--- src/rtl/irq_entry_pkg.sv ---
package irq_entry_pkg;

   typedef enum logic [1:0] {
      ST_IDLE  = 2'd0,
      ST_DRAIN = 2'd1,
      ST_PUSH  = 2'd2,
      ST_FIN   = 2'd3
   } entry_state_t;

   // Push order of the return frame is architectural: slot 0 is written first.
   localparam int NUM_SLOTS = 8;
   localparam int SLOT_R8   = 0;
   localparam int SLOT_R9   = 1;
   localparam int SLOT_R10  = 2;
   localparam int SLOT_R11  = 3;
   localparam int SLOT_R12  = 4;
   localparam int SLOT_LR   = 5;
   localparam int SLOT_PC   = 6;
   localparam int SLOT_SR   = 7;

   localparam logic [2:0] MODE_LEVEL1 = 3'b011;

endpackage

--- src/rtl/irq_gate.sv ---
module irq_gate (
   input  logic req,
   input  logic idle,
   input  logic global_mask,
   input  logic level_mask,
   output logic accept
);
   assign accept = req & idle & ~global_mask & ~level_mask;
endmodule

--- src/rtl/sr_rewrite.sv ---
module sr_rewrite #(
   parameter int XLEN     = 32,
   parameter int POS_R    = 15,
   parameter int POS_I0M  = 17,
   parameter int POS_I1M  = 18,
   parameter int POS_MODE = 22,
   parameter int POS_J    = 28
) (
   input  logic [XLEN-1:0] sr_in,
   output logic [XLEN-1:0] sr_out
);
   always_comb begin
      sr_out                = sr_in;
      sr_out[POS_MODE +: 3] = irq_entry_pkg::MODE_LEVEL1;
      sr_out[POS_I1M]       = 1'b1;
      sr_out[POS_I0M]       = 1'b1;
      sr_out[POS_R]         = 1'b0;
      sr_out[POS_J]         = 1'b0;
   end
endmodule

--- src/rtl/stack_pusher.sv ---
module stack_pusher #(
   parameter int XLEN      = 32,
   parameter int SLOTS     = 8,
   parameter int ADDR_MODE = 0
) (
   input  logic                  clk,
   input  logic                  rst,
   input  logic                  start,
   input  logic [XLEN-1:0]       sp_load,
   input  logic [SLOTS*XLEN-1:0] ctx_flat,
   input  logic                  wr_ready,
   output logic                  wr_valid,
   output logic [XLEN-1:0]       wr_addr,
   output logic [XLEN-1:0]       wr_data,
   output logic                  last_ack
);
   localparam int STEP  = XLEN / 8;
   localparam int SHIFT = $clog2(STEP);
   localparam int IDX_W = $clog2(SLOTS);
   localparam logic [IDX_W-1:0] LAST_IDX = IDX_W'(SLOTS - 1);

   logic             active;
   logic [IDX_W-1:0] idx;
   logic             ack;

   assign ack      = active & wr_ready;
   assign last_ack = ack & (idx == LAST_IDX);
   assign wr_valid = active;
   assign wr_data  = ctx_flat[idx*XLEN +: XLEN];

   always_ff @(posedge clk) begin
      if (rst) begin
         active <= 1'b0;
         idx    <= '0;
      end else if (start) begin
         active <= 1'b1;
         idx    <= '0;
      end else if (ack) begin
         if (idx == LAST_IDX) active <= 1'b0;
         idx <= idx + 1'b1;
      end
   end

   generate
      if (ADDR_MODE == 0) begin : g_sub
         logic [XLEN-1:0] base_r;
         always_ff @(posedge clk) begin
            if (rst)        base_r <= '0;
            else if (start) base_r <= sp_load;
         end
         assign wr_addr = base_r - ((XLEN'(idx) + XLEN'(1)) << SHIFT);
      end else begin : g_ptr
         logic [XLEN-1:0] ptr_r;
         always_ff @(posedge clk) begin
            if (rst)        ptr_r <= '0;
            else if (start) ptr_r <= sp_load - XLEN'(STEP);
            else if (ack)   ptr_r <= ptr_r - XLEN'(STEP);
         end
         assign wr_addr = ptr_r;
      end
   endgenerate
endmodule

--- src/rtl/irq_entry_seq.sv ---
module irq_entry_seq #(
   parameter int XLEN      = 32,
   parameter int OFS_W     = 14,
   parameter int ADDR_MODE = 0,
   parameter int POS_R     = 15,
   parameter int POS_GM    = 16,
   parameter int POS_I0M   = 17,
   parameter int POS_I1M   = 18,
   parameter int POS_MODE  = 22,
   parameter int POS_J     = 28
) (
   input  logic             clk,
   input  logic             rst,
   input  logic             irq_req,
   input  logic [OFS_W-1:0] irq_offset,
   input  logic [XLEN-1:0]  cur_sr,
   input  logic [XLEN-1:0]  vec_base,
   input  logic             pipe_empty,
   input  logic [XLEN-1:0]  ret_pc,
   input  logic [XLEN-1:0]  save_r8,
   input  logic [XLEN-1:0]  save_r9,
   input  logic [XLEN-1:0]  save_r10,
   input  logic [XLEN-1:0]  save_r11,
   input  logic [XLEN-1:0]  save_r12,
   input  logic [XLEN-1:0]  save_lr,
   input  logic [XLEN-1:0]  cur_sp,
   output logic             wr_valid,
   input  logic             wr_ready,
   output logic [XLEN-1:0]  wr_addr,
   output logic [XLEN-1:0]  wr_data,
   output logic             done,
   output logic [XLEN-1:0]  new_sr,
   output logic [XLEN-1:0]  new_sp,
   output logic [XLEN-1:0]  new_pc
);
   import irq_entry_pkg::*;

   localparam int STEP  = XLEN / 8;
   localparam int FRAME = NUM_SLOTS * STEP;

   generate
      if (XLEN < 16 || (XLEN % 8) != 0)
         $error("XLEN must be a multiple of 8, at least 16");
      if (OFS_W < 1 || OFS_W > XLEN)
         $error("OFS_W must lie in 1..XLEN");
      if (ADDR_MODE != 0 && ADDR_MODE != 1)
         $error("ADDR_MODE must be 0 or 1");
      if (POS_MODE + 3 > XLEN || POS_R >= XLEN || POS_J >= XLEN ||
          POS_GM >= XLEN || POS_I0M >= XLEN || POS_I1M >= XLEN)
         $error("status bit position outside XLEN");
   endgenerate

   entry_state_t    st;
   logic            accept;
   logic            capture;
   logic            last_ack;
   logic [XLEN-1:0] base_q;
   logic [OFS_W-1:0] ofs_q;
   logic [XLEN-1:0] sp_q;
   logic [XLEN-1:0] ctx_q  [NUM_SLOTS];
   logic [XLEN-1:0] ctx_in [NUM_SLOTS];
   logic [NUM_SLOTS*XLEN-1:0] ctx_flat;
   logic [XLEN-1:0] sr_next;

   irq_gate u_gate (
      .req         (irq_req),
      .idle        (st == ST_IDLE),
      .global_mask (cur_sr[POS_GM]),
      .level_mask  (cur_sr[POS_I1M]),
      .accept      (accept)
   );

   assign capture = (st == ST_DRAIN) && pipe_empty;

   always_comb begin
      ctx_in[SLOT_R8]  = save_r8;
      ctx_in[SLOT_R9]  = save_r9;
      ctx_in[SLOT_R10] = save_r10;
      ctx_in[SLOT_R11] = save_r11;
      ctx_in[SLOT_R12] = save_r12;
      ctx_in[SLOT_LR]  = save_lr;
      ctx_in[SLOT_PC]  = ret_pc;
      ctx_in[SLOT_SR]  = cur_sr;
   end

   generate
      for (genvar g = 0; g < NUM_SLOTS; g++) begin : g_slot
         always_ff @(posedge clk) begin
            if (rst)          ctx_q[g] <= '0;
            else if (capture) ctx_q[g] <= ctx_in[g];
         end
         assign ctx_flat[g*XLEN +: XLEN] = ctx_q[g];
      end
   endgenerate

   stack_pusher #(
      .XLEN      (XLEN),
      .SLOTS     (NUM_SLOTS),
      .ADDR_MODE (ADDR_MODE)
   ) u_push (
      .clk      (clk),
      .rst      (rst),
      .start    (capture),
      .sp_load  (cur_sp),
      .ctx_flat (ctx_flat),
      .wr_ready (wr_ready),
      .wr_valid (wr_valid),
      .wr_addr  (wr_addr),
      .wr_data  (wr_data),
      .last_ack (last_ack)
   );

   sr_rewrite #(
      .XLEN     (XLEN),
      .POS_R    (POS_R),
      .POS_I0M  (POS_I0M),
      .POS_I1M  (POS_I1M),
      .POS_MODE (POS_MODE),
      .POS_J    (POS_J)
   ) u_sr (
      .sr_in  (ctx_q[SLOT_SR]),
      .sr_out (sr_next)
   );

   always_ff @(posedge clk) begin
      if (rst) begin
         st     <= ST_IDLE;
         base_q <= '0;
         ofs_q  <= '0;
         sp_q   <= '0;
         new_sr <= '0;
         new_sp <= '0;
         new_pc <= '0;
      end else begin
         unique case (st)
            ST_IDLE: if (accept) begin
               st     <= ST_DRAIN;
               base_q <= vec_base;
               ofs_q  <= irq_offset;
            end
            ST_DRAIN: if (pipe_empty) begin
               st   <= ST_PUSH;
               sp_q <= cur_sp;
            end
            ST_PUSH: if (last_ack) begin
               st     <= ST_FIN;
               new_sr <= sr_next;
               new_sp <= sp_q - XLEN'(FRAME);
               new_pc <= base_q + XLEN'(ofs_q);
            end
            ST_FIN: st <= ST_IDLE;
            default: st <= ST_IDLE;
         endcase
      end
   end

   assign done = (st == ST_FIN);

endmodule

--- config.mk ---
export PLATFORM = sky130hd
export DESIGN_NAME = irq_entry_seq
export DESIGN_NICKNAME = d
export VERILOG_FILES = /design/src/rtl/irq_entry_pkg.sv /design/src/rtl/irq_gate.sv /design/src/rtl/sr_rewrite.sv /design/src/rtl/stack_pusher.sv /design/src/rtl/irq_entry_seq.sv
export SDC_FILE = /design/constraint.sdc
export NUM_CORES = 1
export LEC_CHECK = 0
export BUFFER_PORTS_ARGS = -buffer_cell sky130_fd_sc_hd__buf_2
export CAP_MARGIN = 25
export CORE_ASPECT_RATIO = 1.4
export CORE_UTILIZATION = 35
export DETAILED_ROUTE_END_ITERATION = 10
export PLACE_DENSITY = 0.66
export SLEW_MARGIN = 5
export SYNTH_ARGS = -nofsm -noshare
export SYNTH_HDL_FRONTEND = slang
export SYNTH_SLANG_ARGS = --single-unit
--- constraint.sdc ---
create_clock -name clk -period 8.42 [get_ports clk]
set_input_delay 1.263 -clock clk [delete_from_list [all_inputs] [get_ports clk]]
set_output_delay 1.263 -clock clk [all_outputs]
set_load 0.01 [all_outputs]
======== After elaboration in Yosys (flattened, before gate mapping) ========
Memory sizes are Yosys's and may differ from the RTL's.
Cells that the tools add are included.
word-level totals
  register bits after elaboration ......... 209
  bits in latches ......................... 0
  RAM bits ................................ 256
  ROM bits ................................ 0
  bits of input ports ..................... 339
  word-level logic and storage cells ...... 69
  memories kept ........................... 1
cells by class
  $add $sub $neg .......................... 5
  multiply operators ...................... 0
  div/mod/pow operators ................... 0
  magnitude comparators ................... 0
  eq/ne operators ......................... 7
  shifts and indexed selects .............. 1
  mux-type cells .......................... 20
  bitwise gates (word level) .............. 15
  reductions and logical operators ........ 10
memory list
  memory  depth  bits a word  read ports  clocked after memory_dff  wr ports  line                 RTL
  ctx_q   8      32           8           0                         8         irq_entry_seq.sv:60  logic [XLEN-1:0] ctx_q [NUM_SLOTS];
operator list
  cell                                                  count
  2-to-1 mux 32 bit                                     8
  indexed part select 256 x 9 -> 32 bit                 1
  adder 32 x 14 -> 32 bit                               1
  subtractor 32 bit                                     1
  subtractor 32 x 6 -> 32 bit (second input constant)   1
  2-to-1 mux 1 bit                                      8
  OR 1 bit                                              8
  one-hot mux 2 bit (4 select lines)                    1
  AND reduction 2 bit                                   4
  2-to-1 mux 2 bit                                      3
  != test 2 bit (second input constant)                 3
  bitwise AND 1 bit                                     5
  adder 3 x 1 -> 4 bit (second input constant)          1
  equality test 2 bit (second input constant)           2
  nonzero test 2 bit                                    2
  adder 3 x 1 -> 3 bit (second input constant)          1
  equality test 3 bit (second input constant)           1
  AND reduction 3 bit                                   1
  equality test 2 x 1 -> 1 bit (second input constant)  1
  logical NOT 2 bit                                     1
  inverter 1 bit                                        2
  OR reduction 2 bit                                    1
  logical AND 1 bit                                     1

======== Longest topological paths before layout ========
Gate-level depths: netlist of the first run.
  word-level depth ........................ 6
  depth in mapped cells ................... 12

======== By module ========
A second synthesis of the first run with hierarchy kept.
second synthesis, totals
  cell total of the unflattened synthesis .. 1912
  area, all modules ....................... 21396.8 um^2
by module, submodules not included
  module         instances  cells an instance  area an instance (um^2)  sequential area each (um^2)
  irq_entry_seq  1          1538               17204.0                  11210.8
  stack_pusher   1          339                3932.5                   720.7
  sr_rewrite     1          34                 247.7                    0.0
  irq_gate       1          1                  12.5                     0.0

======== Least setup slack after synthesis of the first run ========
OpenSTA, ideal clock, no wires.
  kind .................................... in2reg
  start ................................... in rst
  end ..................................... mem ctx_q[0][0] (enable)
  setup time .............................. 609 ps
  arrival time ............................ 6816 ps
  slack ................................... 995 ps
  stages on the path ...................... 4
  path through ............................ clkbuf_1 -> a21oi_1 -> clkbuf_1 -> inv_1
RTL lines
  item         line                 RTL
  from (decl)  irq_entry_seq.sv:13  input logic rst,
  to (decl)    irq_entry_seq.sv:60

======== Worst setup path after layout of the first run ========
  start ................................... reg u_push.idx[0]
  end ..................................... out wr_addr[17]
between the ends
  word-level cells in the longest chain between the ends .. 2
ends and longest elaborated chain
  item                    line                 RTL
  from (decl)             stack_pusher.sv:23   logic [IDX_W-1:0] idx;
  from (signal assigned)  stack_pusher.sv:40   idx <= idx + 1'b1;
  adder 3 x 1 -> 4 bit    stack_pusher.sv:51   assign wr_addr = base_r - ((XLEN'(idx) + XLEN'(1)) << SHIFT);
  subtractor 32 bit       stack_pusher.sv:51
  to (decl)               irq_entry_seq.sv:29  output logic [XLEN-1:0] wr_addr,
No other way between the ends.

==> run metrics, run 1 <==
EDFF count, synth=256; via count of the first global-routing pass=14572; core area=55300 um2; Area contributors post-synth=edfxtp_1 39%, dfxtp_1 18%, and2_1 8.4%; clk sinks=430; post-route DRC violation count=0; Initial DRT Pass Iterations=5; worst vdd ir=174 uV; DIE WIDTH=202 um; critical path type=reg2out; Reg2Reg Depth=8; f_max=193 MHz; first-pass GRT wire length=83200 um; top cells by count, synth=263 x and2_1, 256 x edfxtp_1, 198 x nand2_1; Clock transition at path regs=60 ps; clk buf depth=3; power per cell area=249 nW/um2; flops & latches, synth=430; Port Buf Inserts=497; outcome=finished, final reports clean; wire per inst=19.2 um; hold path endpoint=new_sp[0]; Slew HR=11.6%; Routed Antenna Nets=0; RR Startpoint=base_q[0]; CTS root buf=clkbuf_16; Num CTS Buffers=45; Setup Buffers After CTS=0; Hold Buf Count CTS=0; distinct cell type count of the synthesized netlist=71; Setup Skew=24.5 ps; clock latency on the worst-skew pair=580 ps; reg2reg end=new_pc[16]; Rows=102; share of layout cells above drive strength 1=32.2%; Fin Setup TNS=0 ps; max-slew violation count=0; CP Max Fanout=27; Post-Syn Area per Cell=11.7 um2; Starting Density=35.4%; worst endpoint data arrival time=3920 ps; fin crit share=61.6%; Post-synth ARST share=0%; ys flop type=edfxtp_1; via-per-instance ratio=5.08; Worst Hold Path Cells=2; WP data required=7160 ps; post-cts resize count=0; worst hold path class=reg2reg; P&R area growth vs syn=23.8%; initial antenna violation count=10; Die H=282 um; most common cell in the synthesized netlist=and2_1; largest net degree at the start of global routing=290; initial DRC count=785; Crit. End Element=output pin; Worst setup SP type=flop; grt ovf=0; post-synthesis cell area=19500 um2; Die Area=56800 um2; Warnings, synthesis=0; WL final=55400 um; GPL Wtd Cong=0.922; post-synthesis cell count=1676; Hold Path Origin=new_sp[0]; final core occ=43.8%; CTS tree=yes; placed wire-length estimate=39600 um; post-synth top area share=39.3%; GRT Total Usage=18.9%; fin crit period=5190 ps; IO Pins=501; fin nets=2480; final setup vio count=0; maxcap violations=0; H-Tree Depth=2; vias=14649; worst reg2reg setup slack=5380 ps; register area share after synthesis=57.1%; Leak=0.00974 uW; RSZ-0062 raised after global routing=false; endpoints failing hold=0; Slew @ Worst Pin=1330 ps; Yosys top cell by area=edfxtp_1
metal layers:
layer,up-vias,routed length [um],global-route usage [%]
met4,6,1960,7.89
li1,6912,-,-
met2,545,28600,33.8
met5,-,38,0
met1,7068,21400,22.2
met3,118,3370,3.55
stage by stage:
step	total power (uW)	worst slack (ps)	instances	hold WS (ps)	cell area (um2)
finish	6040	3230	2886	452	24200
global placement	3960	3800	2794	439	22600
floorplan	3510	995	1678	432	19600
CTS	6090	3160	2878	453	24200
global route	6310	2930	2884	473	24200
detailed placement	3990	3780	2795	446	22600
cell type report:
cell class | count | area [um2]
inverters | 21 | 86.3
fillers | 5184 | 31100
repair buffers | 513 | 2640
diodes | 7 | 17.5
clock inverters | 19 | 289
clock buffers | 64 | 1260
multi-input cells | 1104 | 7820
flip-flops and latches | 430 | 11200
well taps | 728 | 911
flip-flops by register name, indices dropped and copies added, names as in the netlist:
signal / count
ofs_q: 14
ctx_q: 256
new_sp: 32
u_push.idx: 3
new_sr: 26
u_push.wr_valid: 1
st: 2
sp_q: 32
base_q: 32
new_pc: 32
worst max-delay path, cell delays in order, from the launching register on:
cell and delay (ps):
dfxtp_4 690, ha_1 340, inv_1 120, ha_1 260, nor3b_1 160, o31ai_1 220
a21oi_1 150, or4b_1 660, or3_2 480, xnor2_1 130, buf_2 150
cell families after synthesis:
group           Yosys count  share of synthesized area (%)
simple gates            657                           17.6
flops                   430                           57.1
compound gates          269                           8.86
buf+inv                 144                           3.02
mux                      97                           9.27
xor+xnor                 52                           2.33
fa+ha+maj                26                           1.74
other cells               1                         0.0192
worst max-delay path by stage:
stage | start | to | slack, ps | cells past startpoint
floorplan | rst | ctx_q[0][0] | 990 | 4
detailed placement | u_push.idx[0] | wr_addr[17] | 3780 | 10
finish | u_push.idx[0] | wr_addr[17] | 3230 | 10
global placement | u_push.idx[0] | wr_addr[17] | 3800 | 10
CTS | u_push.idx[0] | wr_addr[17] | 3160 | 10
global route | u_push.idx[0] | wr_addr[30] | 2930 | 10
power breakdown:
group,internal (uW),total [uW],switching [uW]
combinational,586,1350,762
sequential,2480,2590,111
clock,1260,2100,837
layout by cell type (no fill, tap or decap), drive strengths merged, types with 4 or more instances in the layout:
master,count
a2111oi,4
a211o,4
a211oi,24
a21boi,4
a21o,4
a21oi,104
a22o,29
a311oi,13
a31oi,7
and2,263
buf,513
bufinv,7
clkbuf,64
clkinv,11
dfxtp,174
diode,7
edfxtp,256
ha,24
inv,22
mux2,32
mux4,64
nand2,198
nand3,29
nand4,10
nor2,77
nor3,29
nor4,9
o211ai,4
o21a,5
o21ai,44
o31ai,5
or3,14
xnor2,28
xor2,24
No activity file was read; power rests on OpenSTA's default activity.
==> inputs of run 2 (changes only) <==
clock period = 5 ns   (was 8.42 ns; I/O delays follow)
==> run 2 against run 1 <==
  * Final cell count grew 0.59%
  * Routed wire length increased by 1.3%
  * Total power grew 66%
  * Global-route usage rose by 0.17 points
  * Non-clock buffer count grew 11
  * Worst setup slack got worse by 2900 ps
  * Combinational power rose by 70%
  * Largest cell class unchanged
  * Clock skew is 6.7 ps lower
  * Sequential share of layout area shrank 0.17 points
==> run metrics, run 2 (synthesis gave the netlist of run 1 again) <==
outcome=finished, final reports clean; CTS root buf=clkbuf_16; H-Tree Depth=2 (unchanged); Worst Hold Path Cells=3 (+1); post-route DRC violation count=0 (unchanged); GPL Wtd Cong=0.901 (-2.2%); worst reg2reg setup slack=1860 ps (-3520 ps); Reg2Reg Depth=8 (unchanged); CP max stage cell=dfxtp_4; Hold Path Origin=cur_sp[6]; worst vdd ir=253 uV (+45%); Clock transition at path regs=60 ps (about the same); power per cell area=413 nW/um2 (+66%); max reg flops=256 (unchanged); Crit. End Element=output pin; most flop-heavy register=ctx_q; Sw Ratio=28.9% (+0.54 points); CP Cell Sequence=ha_1, inv_1, ha_1, nor3b_1, o21ai_0, a21oi_1, or4b_1, or3_2, xnor2_1, buf_2; WL final=56100 um (+1.3%); Starting Density=35.4% (unchanged); max-slew violation count=0 (unchanged); CTS tree=yes; most frequent CP cell=ha_1; DIE WIDTH=202 um (unchanged); via count of the first global-routing pass=14749 (+1.2%); post-cts resize count=0 (unchanged); grt ovf=0 (unchanged); hold path endpoint=sp_q[6]; share of layout cells above drive strength 1=32.7% (+0.55 points); RR Startpoint=ofs_q[0]; worst hold path class=in2reg; first-pass GRT wire length=83500 um (+0.38%); Initial DRT Pass Iterations=5 (unchanged); Rows=102 (unchanged); final instance area=24300 um2 (+0.37%); GRT Total Usage=19.1% (+0.17 points); maxcap violations=0 (unchanged); P&R area growth vs syn=24.3%; clk buf depth=3 (unchanged); Port Buf Inserts=497 (unchanged); final worst setup slack=338 ps (-2900 ps); Place WS=897 ps (-2890 ps); Setup Buffers After CTS=0 (unchanged); Worst setup SP type=flop; final core occ=44.0% (+0.16 points); endpoints failing hold=0 (unchanged); Slew HR=30.1% (+18 points); core area=55300 um2 (unchanged); fin crit period=4660 ps; fin nets=2492 (+0.48%); Int Pwr=7140 uW (+65%); placed wire-length estimate=40800 um (+3.1%); Clk network pwr share=33.7% (-1.0 points); critical path type=reg2out; CP Max Fanout=28 (+3.7%); RSZ-0062 raised after global routing=false; Hold Slack=387 ps (-65.6 ps); combinational power share=22.9% (+0.6 points); Post-DP Area=22800 um2 (+0.70%); Routed Antenna Nets=0 (unchanged); initial DRC count=865 (+10%); commonest non-fill, non-tap cell in the layout=buf_2; clock latency on the worst-skew pair=570 ps (about the same); Hold Buf Count CTS=0 (unchanged); clk sinks=430 (unchanged); final setup vio count=0 (unchanged); Setup Skew=17.7 ps (-6.74 ps); Net Switching=2900 uW (+69%); Num CTS Buffers=46 (+2.2%); IO Pins=501 (unchanged); largest net degree at the start of global routing=111 (-62%); Die H=282 um (unchanged); worst endpoint data arrival time=3910 ps (about the same); via-per-instance ratio=5.09 (+0.33%); fin crit share=93.2%; Die Area=56800 um2 (unchanged); Reg power frac=43.4% (+0.5 points); slowest stage delay, CP=710 ps (+20 ps); initial antenna violation count=14 (+4); Slew @ Worst Pin=1040 ps (-283 ps); f_max=215 MHz; WP data required=4250 ps (-2910 ps); wire per inst=19.3 um (+0.70%); vias=14784 (+0.92%); reg2reg end=new_pc[26]; Fill cells=5211 (+0.52%); Leak=0.00978 uW (+0.34%); Pwr Total=10000 uW (+66%); most frequent cells in the layout=496 x buf_2, 263 x and2_1, 256 x edfxtp_1
## run 2: cell count changes in the layout (fill, tap and decap cells not counted), sizes merged
cell | previous run | this run
buf | 513 | 524
bufinv | 7 | 4
clkbuf | 64 | 60
clkinv | 11 | 16
clkinvlp | 0 | 4
diode | 7 | 11
## run 2: worst max-delay path: cells and delay by family, from the launching register on
family	cells	cell delay, ps
DFF	1	710
buffers and inverters	2	250
and+or+nand+nor	3	1290
xor gates and xnor gates	1	130
AOI/OAI and AO/OA	2	370
adders and majority gates	2	580
## run 2: final cells by class
cell class                 count  area [um2]  area share [%]
sequential                   430       11200            46.0
timing repair buffer         524        2800            11.5
clock inverter                25         235           0.968
inverter                      21        82.6           0.340
antenna                       11        27.5           0.113
tap                          728         911            3.75
clock buffer                  60        1230            5.08
multi-input combinational   1104        7830            32.2
## run 2: power groups by stage
stage / Combinational (uW) / Sequential [uW] / Clock (uW)
floorplan: 1530 / 4380 / 0
global placement: 2280 / 4410 / 0
detailed placement: 2320 / 4430 / 0
CTS: 2330 / 4360 / 3450
global route: 2530 / 4390 / 3590
finish: 2300 / 4350 / 3380
## run 2: worst max-delay path by stage
stage,cells past startpoint,slack [ps],start,to
after global routing,10,30,u_push.idx[0],wr_addr[17]
after global placement,10,890,u_push.idx[0],wr_addr[17]
after CTS,10,260,u_push.idx[0],wr_addr[17]
after detailed placement,10,900,u_push.idx[0],wr_addr[17]
final,10,340,u_push.idx[0],wr_addr[17]
after floorplan,4,-450,rst,ctx_q[0][0]
## run 2: per-layer routing
layer  global-route usage (%)  share of wire [%]
met4                     7.69                3.6
met3                     3.77                6.5
met5                        0              0.069
met2                     34.4                 51
met1                     22.1                 38
## run 2: stage by stage
| step | setup TNS (ps) | cells |
|---|---|---|
| 2_1_floorplan | -115510 | 1678 |
| 3_3_place_gp | 0 | 2805 |
| 5_1_grt | 0 | 2900 |
| 3_5_place_dp | 0 | 2806 |
| 6_report | 0 | 2903 |
| 4_1_cts | 0 | 2891 |
